**src/rtl/msm_pkg.sv**
```systemverilog
package msm_pkg;
    localparam int LINES = 4;
    localparam int IDX_CTS = 0;
    localparam int IDX_DSR = 1;
    localparam int IDX_RI  = 2;
    localparam int IDX_DCD = 3;

    typedef enum logic {
        FLAG_CLEAR = 1'b0,
        FLAG_SET   = 1'b1
    } flag_state_t;
endpackage

```
**src/rtl/msm_sync.sv**
```systemverilog
module msm_sync #(
    parameter int   STAGES    = 2,
    parameter logic RESET_VAL = 1'b1
) (
    input  logic clk,
    input  logic rst_n,
    input  logic d,
    output logic q
);
    logic [STAGES-1:0] chain;

    always_ff @(posedge clk or negedge rst_n) begin
        if (!rst_n) chain <= {STAGES{RESET_VAL}};
        else        chain <= {chain[STAGES-2:0], d};
    end

    assign q = chain[STAGES-1];
endmodule

```
**src/rtl/msm_flag_fsm.sv**
```systemverilog
module msm_flag_fsm
    import msm_pkg::*;
#(
    parameter bit RISE_ONLY = 1'b0
) (
    input  logic clk,
    input  logic rst_n,
    input  logic lvl,
    input  logic rd,
    output logic flag
);
    logic        prev_q;
    logic        edge_hit;
    flag_state_t state_q, state_d;

    always_ff @(posedge clk or negedge rst_n) begin
        if (!rst_n) prev_q <= 1'b1;
        else        prev_q <= lvl;
    end

    generate
        if (RISE_ONLY) begin : g_rise
            assign edge_hit = lvl & ~prev_q;
        end else begin : g_any
            assign edge_hit = lvl ^ prev_q;
        end
    endgenerate

    always_ff @(posedge clk or negedge rst_n) begin
        if (!rst_n) state_q <= FLAG_CLEAR;
        else        state_q <= state_d;
    end

    always_comb begin
        state_d = state_q;
        unique case (state_q)
            FLAG_CLEAR: if (edge_hit)        state_d = FLAG_SET;   // CLEAR_TO_SET
            FLAG_SET:   if (rd && !edge_hit) state_d = FLAG_CLEAR; // SET_TO_CLEAR, else HOLD_ON_EVENT
            default:                         state_d = FLAG_CLEAR;
        endcase
    end

    always_comb begin
        flag = (state_q == FLAG_SET);
    end
endmodule

```
**src/rtl/modem_status_monitor.sv**
```systemverilog
module modem_status_monitor
    import msm_pkg::*;
#(
    parameter int SYNC_STAGES = 2
) (
    input  logic       clk,
    input  logic       rst_n,
    input  logic       cts_n,
    input  logic       dsr_n,
    input  logic       ri_n,
    input  logic       dcd_n,
    input  logic       rd_stb,
    input  logic       irq_en,
    output logic [7:0] status,
    output logic       irq
);
    localparam int STAT_W = 2 * LINES;

    logic [LINES-1:0]  raw_n;
    logic [LINES-1:0]  sync_n;
    logic [LINES-1:0]  flags;
    logic [STAT_W-1:0] stat_w;

    assign raw_n[IDX_CTS] = cts_n;
    assign raw_n[IDX_DSR] = dsr_n;
    assign raw_n[IDX_RI]  = ri_n;
    assign raw_n[IDX_DCD] = dcd_n;

    generate
        for (genvar i = 0; i < LINES; i++) begin : g_line
            msm_sync #(.STAGES(SYNC_STAGES), .RESET_VAL(1'b1)) u_sync (
                .clk  (clk),
                .rst_n(rst_n),
                .d    (raw_n[i]),
                .q    (sync_n[i])
            );
            msm_flag_fsm #(.RISE_ONLY(i == IDX_RI)) u_flag (
                .clk  (clk),
                .rst_n(rst_n),
                .lvl  (sync_n[i]),
                .rd   (rd_stb),
                .flag (flags[i])
            );
        end
    endgenerate

    assign stat_w = {~sync_n, flags};
    assign status = stat_w;
    assign irq    = irq_en & (|flags);
endmodule

```
**config.mk**
```make
export PLATFORM = sky130hd
export DESIGN_NAME = modem_status_monitor
export DESIGN_NICKNAME = d
export VERILOG_FILES = /design/src/rtl/msm_pkg.sv /design/src/rtl/msm_sync.sv /design/src/rtl/msm_flag_fsm.sv /design/src/rtl/modem_status_monitor.sv
export SDC_FILE = /design/constraint.sdc
export NUM_CORES = 1
export LEC_CHECK = 0
export BUFFER_PORTS_ARGS = -buffer_cell sky130_fd_sc_hd__buf_2
export CAP_MARGIN = 20
export CORE_MARGIN = 4
export CORE_UTILIZATION = 40
export DETAILED_ROUTE_END_ITERATION = 12
export PLACE_DENSITY = 0.71
export SYNTH_ARGS = -nofsm -noshare
export SYNTH_HDL_FRONTEND = slang
export SYNTH_SLANG_ARGS = --single-unit
```
**constraint.sdc**
```tcl
create_clock -name clk -period 1.2 [get_ports clk]
set_input_delay 0.18 -clock clk [delete_from_list [all_inputs] [get_ports clk]]
set_output_delay 0.18 -clock clk [all_outputs]
set_load 0.01 [all_outputs]
```
==> summary.txt, run 1 <==
STA
  • Peak Freq: ~720 MHz
  • Fin Hold WS: 0.118 ns
  • Slew Viols, Final: 0
  • Setup violators final: 1
  • Slew headroom: between 70 and 80%
  • Crit share post-route: 115%
  • Fin. Hold Viols: 0
  • Clock Skews: 0.000510 ns
  • Worst slew pin tran: 0.337 ns
  • Unrepaired setup endpoints after global routing: true
  • Post-route minimum period: approximately 1.4 ns
  • Worst Setup Slack, final: -0.181 ns

Clock network
  • Root buf cell: clkbuf_4
  • Clk sinks: 16
  • Worst skew pair latency: approximately 0.27 ns
  • Max Buffers Root-to-Sink: 2
  • Worst-path clk slew: roughly 0.08 ns
  • CTS tree: done
  • H-tree depth: 1
  • Total CTS buffers: 3

Layout
  • Multi-input gate area: slightly below 60 um^2
  • Ant diodes: 0
  • Area Growth Syn to Fin: 35.4%
  • Layout cells sized above 1: a little over three fifths
  • Final Net Count: 70
  • FILL cells: 96
  • Register area: around 420 um^2
  • Post-route cell area: between 700 and 800 um^2
  • Post-route insts no fill: 74

Global routing
  • GRT Resource Usage Total: 10.7%
  • Met2 GRT Util: 18.3%
  • Global-route wire length before repair: ~1500 um
  • Initial antenna violation count: 0
  • Largest net degree at the start of global routing: 17
  • Met3 global-route usage: ~2.8%
  • Top Usage Layer GRT: met2
  • Vias in the first global route: between 300 and 400
  • M1 GR Usage: around 11%
  • Global route overflow: 0

Setup path
  • Worst-path maximum fanout: 2
  • WS Path Type: reg -> out
  • Worst setup SP type: flip-flop
  • WP data arrival: ~1.2 ns
  • CP endpoint kind: output port
  • CP required: 1.02 ns

Synth
  • Avg Inst Size Synth: ~15 um^2
  • Synthesized instance count: 36
  • Synth Area in Compound Gates: under 10%
  • Post-synthesis sequential area ratio: roughly 78%
  • #FFs+latches synth: 16
  • Synthesis Warnings: 0
  • Portion of netlist area occupied by mux cells: 0%
  • Largest family of logic cells by synthesized area: buffers and inverters
  • Synth Area in Simple Gates: 0%
  • Synth Area in XOR/XNOR: ~4.9%
  • Adder-cell area share of the yosys netlist: 0%
  • Post-Syn Nets: 44
  • Synth Cell Area: ~530 um^2
  • Synth unique cells: 8

Detailed routing
  • Vias: 321
  • Pre-antenna DRT Iters: 2
  • Detail Route Antenna Nets: 0
  • # DRC: 0
  • WL/cell: around 12 um
  • Post-Route WL: a little under 900 um
  • Drt via density: between 4 and 5
  • Drt initial violations: 1

Power
  • Pwr Total: approximately 0.0010 W
  • Power Dens Cells: around 1400 nW/um^2
  • P_leak: ~0.35 nW
  • Worst VDD drop: 694 uV

Floorplan
  • IO Count: 17
  • Initial Util: between 40% and 50%
  • Rows: 12
  • Die height: approximately 45 um
  • Die width: roughly 45 um
  • Core Box Area: around 1200 um^2
  • Die area: between 1500 and 2000 um^2

Place
  • Port bufs: 16
  • Dpl cells: between 60 and 70
  • Dpl ws: roughly 0.092 ns
  • Routability cong.: approximately 0.70
  • Placed inst area: approximately 600 um^2

Run
  • Total of max-cap violations: 0

Run status
  • Failing checks: setup timing
  • Status: complete, but fails checks

Worst hold path
  • Min-delay worst type: in -> reg
==> synth_stat cells, drive strengths merged <==
master,instances,share of area [%]
dfstp,12,59
xnor2,3,4.9
buf,4,5.6
dfrtp,4,19
o22ai,1,1.2
o41a,1,2.1
o21ai,3,2.8
inv,8,5.6
==> report_power, final <==
group	internal [W]	total (W)	switching, W
logic	0.0000695	0.000123	0.0000537
registers	0.000591	0.000610	0.0000195
clock network	0.000116	0.000265	0.000149
total	0.000776	0.000999	0.000222
==> state kept, by name (all words and copies together) (netlist names) <==
register	count
g_line.u_sync.chain	8
g_line.u_flag.prev_q	4
g_line.u_flag.flag	4
==> repair_timing <==
action | 4_1_cts | 5_1_grt
pin swaps | 1 | 0
hold buffers | 5 | 0
endpoints found under the hold margin | 8 | 0
resized for setup | 0 | 6
setup endpoints to repair | 2 | 5
setup buffers | 4 | 0
==> worst paths after layout <==
check / cells after the start / startpoint / endpoint / slack [ns]
max: 2 / g_line[3].u_flag.flag / irq / -0.18
min: 2 / rd_stb / g_line[2].u_flag.flag / 0.12
max reg2reg: 3 / g_line[3].u_sync.chain[1] / g_line[3].u_flag.flag / 0.24
min reg2reg: 0 / g_line[1].u_sync.chain[0] / g_line[1].u_sync.chain[1] / 0.36
max in group asynchronous: 2 / rst_n / g_line[1].u_sync.chain[0] / 0.57
min in group asynchronous: 2 / rst_n / g_line[2].u_flag.flag / 0.33
==> worst max-delay path, cell delays in order (launching register included) <==
cell and delay [ns]:
dfrtp_1 0.38, o41a_1 0.40, buf_2 0.14
==> per-stage QoR <==
| stage | util, % | setup TNS (ns) |
|---|---|---|
| floorplan | - | 0 |
| global placement | 50.7 | 0 |
| detailed placement | 50.7 | 0 |
| CTS | 59.4 | -0.198 |
| global route | 61.0 | -0.254 |
| finish | 61.0 | -0.181 |
==> cells by family (layout without fill, tap and decap cells) <==
family,Yosys count,count (layout)
AO/OA/AOI/OAI,5,5
XOR/XNOR,3,3
buffers and inverters,12,36
flip-flops,16,16
==> cell usage in the layout (no fill, tap or decap) <==
| cell | instances |
|---|---|
| inv_1 | 5 |
| o22ai_1 | 1 |
| buf_4 | 4 |
| buf_2 | 13 |
| o41a_1 | 1 |
| inv_2 | 3 |
| dfrtp_1 | 4 |
| dlygate4sd3_1 | 5 |
| clkbuf_4 | 3 |
| xnor2_1 | 3 |
| o21ai_0 | 3 |
| buf_6 | 3 |
| dfstp_2 | 12 |
==> final cells by class <==
class	count	area share, %
clock buffer	3	3.11
inverter	8	4.15
multi-input combinational	8	8.13
sequential	16	57.4
tap	14	2.42
timing repair buffer	25	24.7
==> layer usage <==
| layer | vias up | share of wire [%] |
|---|---|---|
| met4 | 0 | 0 |
| met2 | 14 | 52 |
| met5 | - | 0 |
| li1 | 156 | - |
| met3 | 0 | 8.4 |
| met1 | 151 | 40 |
(Power assumes the default switching activity.)
==> run 2, diff against run 1 <==
--- a/config.mk
+++ b/config.mk
@@ -5,7 +5,7 @@
 export SDC_FILE = /design/constraint.sdc
 export NUM_CORES = 1
 export LEC_CHECK = 0
-export BUFFER_PORTS_ARGS = -buffer_cell sky130_fd_sc_hd__buf_2
+export BUFFER_PORTS_ARGS = -buffer_cell sky130_fd_sc_hd__clkbuf_2
 export CAP_MARGIN = 20
 export CORE_MARGIN = 4
 export CORE_UTILIZATION = 40
==> constraint.sdc (replaced) <==
create_clock -name clk -period 1.2 [get_ports clk]
set_input_delay 0.12 -clock clk [delete_from_list [all_inputs] [get_ports clk]]
set_output_delay 0.12 -clock clk [all_outputs]
set_load 0.01 [all_outputs]
==> summary.txt, run 2 (same netlist as run 1, synthesis figures left out) <==
Place
  • Port bufs: 16
  • Dpl cells: 62
  • Routability cong.: 0.703

Layout
  • Most frequent cells in the layout: 16 x clkbuf_2, 12 x dfstp_2, 8 x inv_1
  • FILL cells: 94
  • Final Net Count: 70
  • Post-route insts no fill: between 70 and 80
  • Largest register FFs: 8
  • Layout cells sized above 1: around 60%
  • Area Growth Syn to Fin: 34.4%
  • Most flops, register: g_line.u_sync.chain
  • Commonest non-fill, non-tap cell in the layout: clkbuf_2
  • Ant diodes: 0

Floorplan
  • Initial Util: a little under half
  • Die area: a little under 2000 um^2
  • Rows: 12
  • Core Box Area: 1190 um^2
  • IO Count: 17
  • Die height: 44.5 um
  • Die width: ~45 um

Clock network
  • H-tree depth: 1
  • Worst skew pair latency: between 0.2 and 0.3 ns
  • Clk sinks: 16
  • Worst-path clk slew: 0.09 ns
  • Root buf cell: clkbuf_4
  • Total CTS buffers: 3
  • CTS tree: done
  • Number of gates resized after cts: 0
  • Max Buffers Root-to-Sink: 2

Detailed routing
  • Vias: 319
  • Drt via density: roughly 4.3
  • Drt initial violations: 0
  • Post-Route WL: 843 um
  • Detail Route Antenna Nets: 0
  • WL/cell: between 10 and 15 um
  • Pre-antenna DRT Iters: 1
  • # DRC: 0

Setup path
  • Crit-path cells: o41a_1 -> clkbuf_2
  • Worst-path maximum fanout: 2
  • Worst Path Buf+Inv: 1
  • CP max stage cell: o41a_1
  • CP endpoint kind: output port
  • WP data arrival: 1.21 ns
  • CP required: between 1 and 1.5 ns
  • WS Path Type: reg -> out
  • Worst setup SP type: flip-flop
  • CP delay by family, top: compound AO/OA/AOI/OAI gates
  • Largest stage delay on the critical path: roughly 0.42 ns

STA
  • Worst Setup Slack, final: -0.130 ns
  • Unrepaired setup endpoints after global routing: true
  • Slew Viols, Final: 0
  • Fin Hold WS: between 0.05 and 0.06 ns
  • Crit share post-route: 111%
  • Slew headroom: approximately three quarters
  • Peak Freq: between 700 and 800 MHz
  • Post-route minimum period: 1.33 ns
  • Setup violators final: 1
  • Clock Skews: 0.00292 ns
  • Fin. Hold Viols: 0
  • Worst slew pin tran: between 0.3 and 0.4 ns

Run
  • Total of max-cap violations: 0

Global routing
  • Initial antenna violation count: 0
  • Met3 global-route usage: between 2 and 3%
  • Vias in the first global route: between 300 and 400
  • Top Usage Layer GRT: met2
  • Met2 GRT Util: about 18%
  • Global-route wire length before repair: roughly 1400 um
  • M1 GR Usage: between 10% and 20%
  • Largest net degree at the start of global routing: 17
  • Global route overflow: 0
  • GRT Resource Usage Total: approximately a tenth

Worst hold path
  • Min-delay worst type: in -> reg

Run status
  • Failing checks: setup timing
  • Status: complete, but fails checks

Power
  • P_leak: 0.356 nW
  • Worst VDD drop: a little under 1000 uV
  • Power Dens Cells: 1490 nW/um^2
-- run 2: cell types whose count changed in the layout (fill, tap and decap cells not counted), sizes merged --
cell,previous run,this run
clkbuf,3,20
buf,20,4
-- run 2: repair_timing --
| item | CTS | global route |
|---|---|---|
| endpoints found under the setup margin | 1 | 1 |
| hold buffers | 5 | 0 |
| endpoints found under the hold margin | 8 | 0 |
| buffers inserted | 2 | 2 |
-- run 2: report_power, final --
part / internal [W] / switching [W]
clock: 0.000184 / 0.000155
sequential: 0.000591 / 0.0000199
combinational: 0.0000644 / 0.0000527
total: 0.000839 / 0.000227
-- run 2: metrics by stage --
step	utilization (%)	setup slack, ns	area [um^2]	total power, W	TNS [ns]
floorplan	-	0.259	534	0.000673	0
global placement	50.7	0.176	602	0.000701	0
detailed placement	50.7	0.156	602	0.000706	0
CTS	59.3	-0.143	703	0.00107	-0.143
global route	60.5	-0.183	718	0.00113	-0.190
finish	60.5	-0.130	718	0.00107	-0.130
-- run 2: final timing paths --
path	startpoint	endpoint	slack [ns]	depth (start not counted)
setup / recovery	g_line[1].u_flag.flag	irq	-0.13	2
hold / removal	rd_stb	g_line[0].u_flag.flag	0.06	2
setup reg to reg	g_line[1].u_flag.flag	g_line[1].u_flag.flag	0.33	4
hold reg to reg	g_line[2].u_sync.chain[0]	g_line[2].u_sync.chain[1]	0.36	0
max in group asynchronous	rst_n	g_line[2].u_sync.chain[0]	0.61	2
min in group asynchronous	rst_n	g_line[3].u_flag.flag	0.28	2
-- run 2: metal layers --
layer / vias up / wire length (um)
li1: 154 / -
met1: 151 / 314
met2: 14 / 448
met3: 0 / 79
met4: 0 / 0
met5: - / 0
-- run 2: final cells by class --
cell class / instances / area, um^2 / share of cell area, %
inverter: 8 / 30.0 / 4.18
tap: 14 / 17.5 / 2.44
sequential: 16 / 415 / 57.8
multi-input combinational: 8 / 58.8 / 8.19
clock buffer: 4 / 36.3 / 5.05
timing repair buffer: 25 / 160 / 22.3
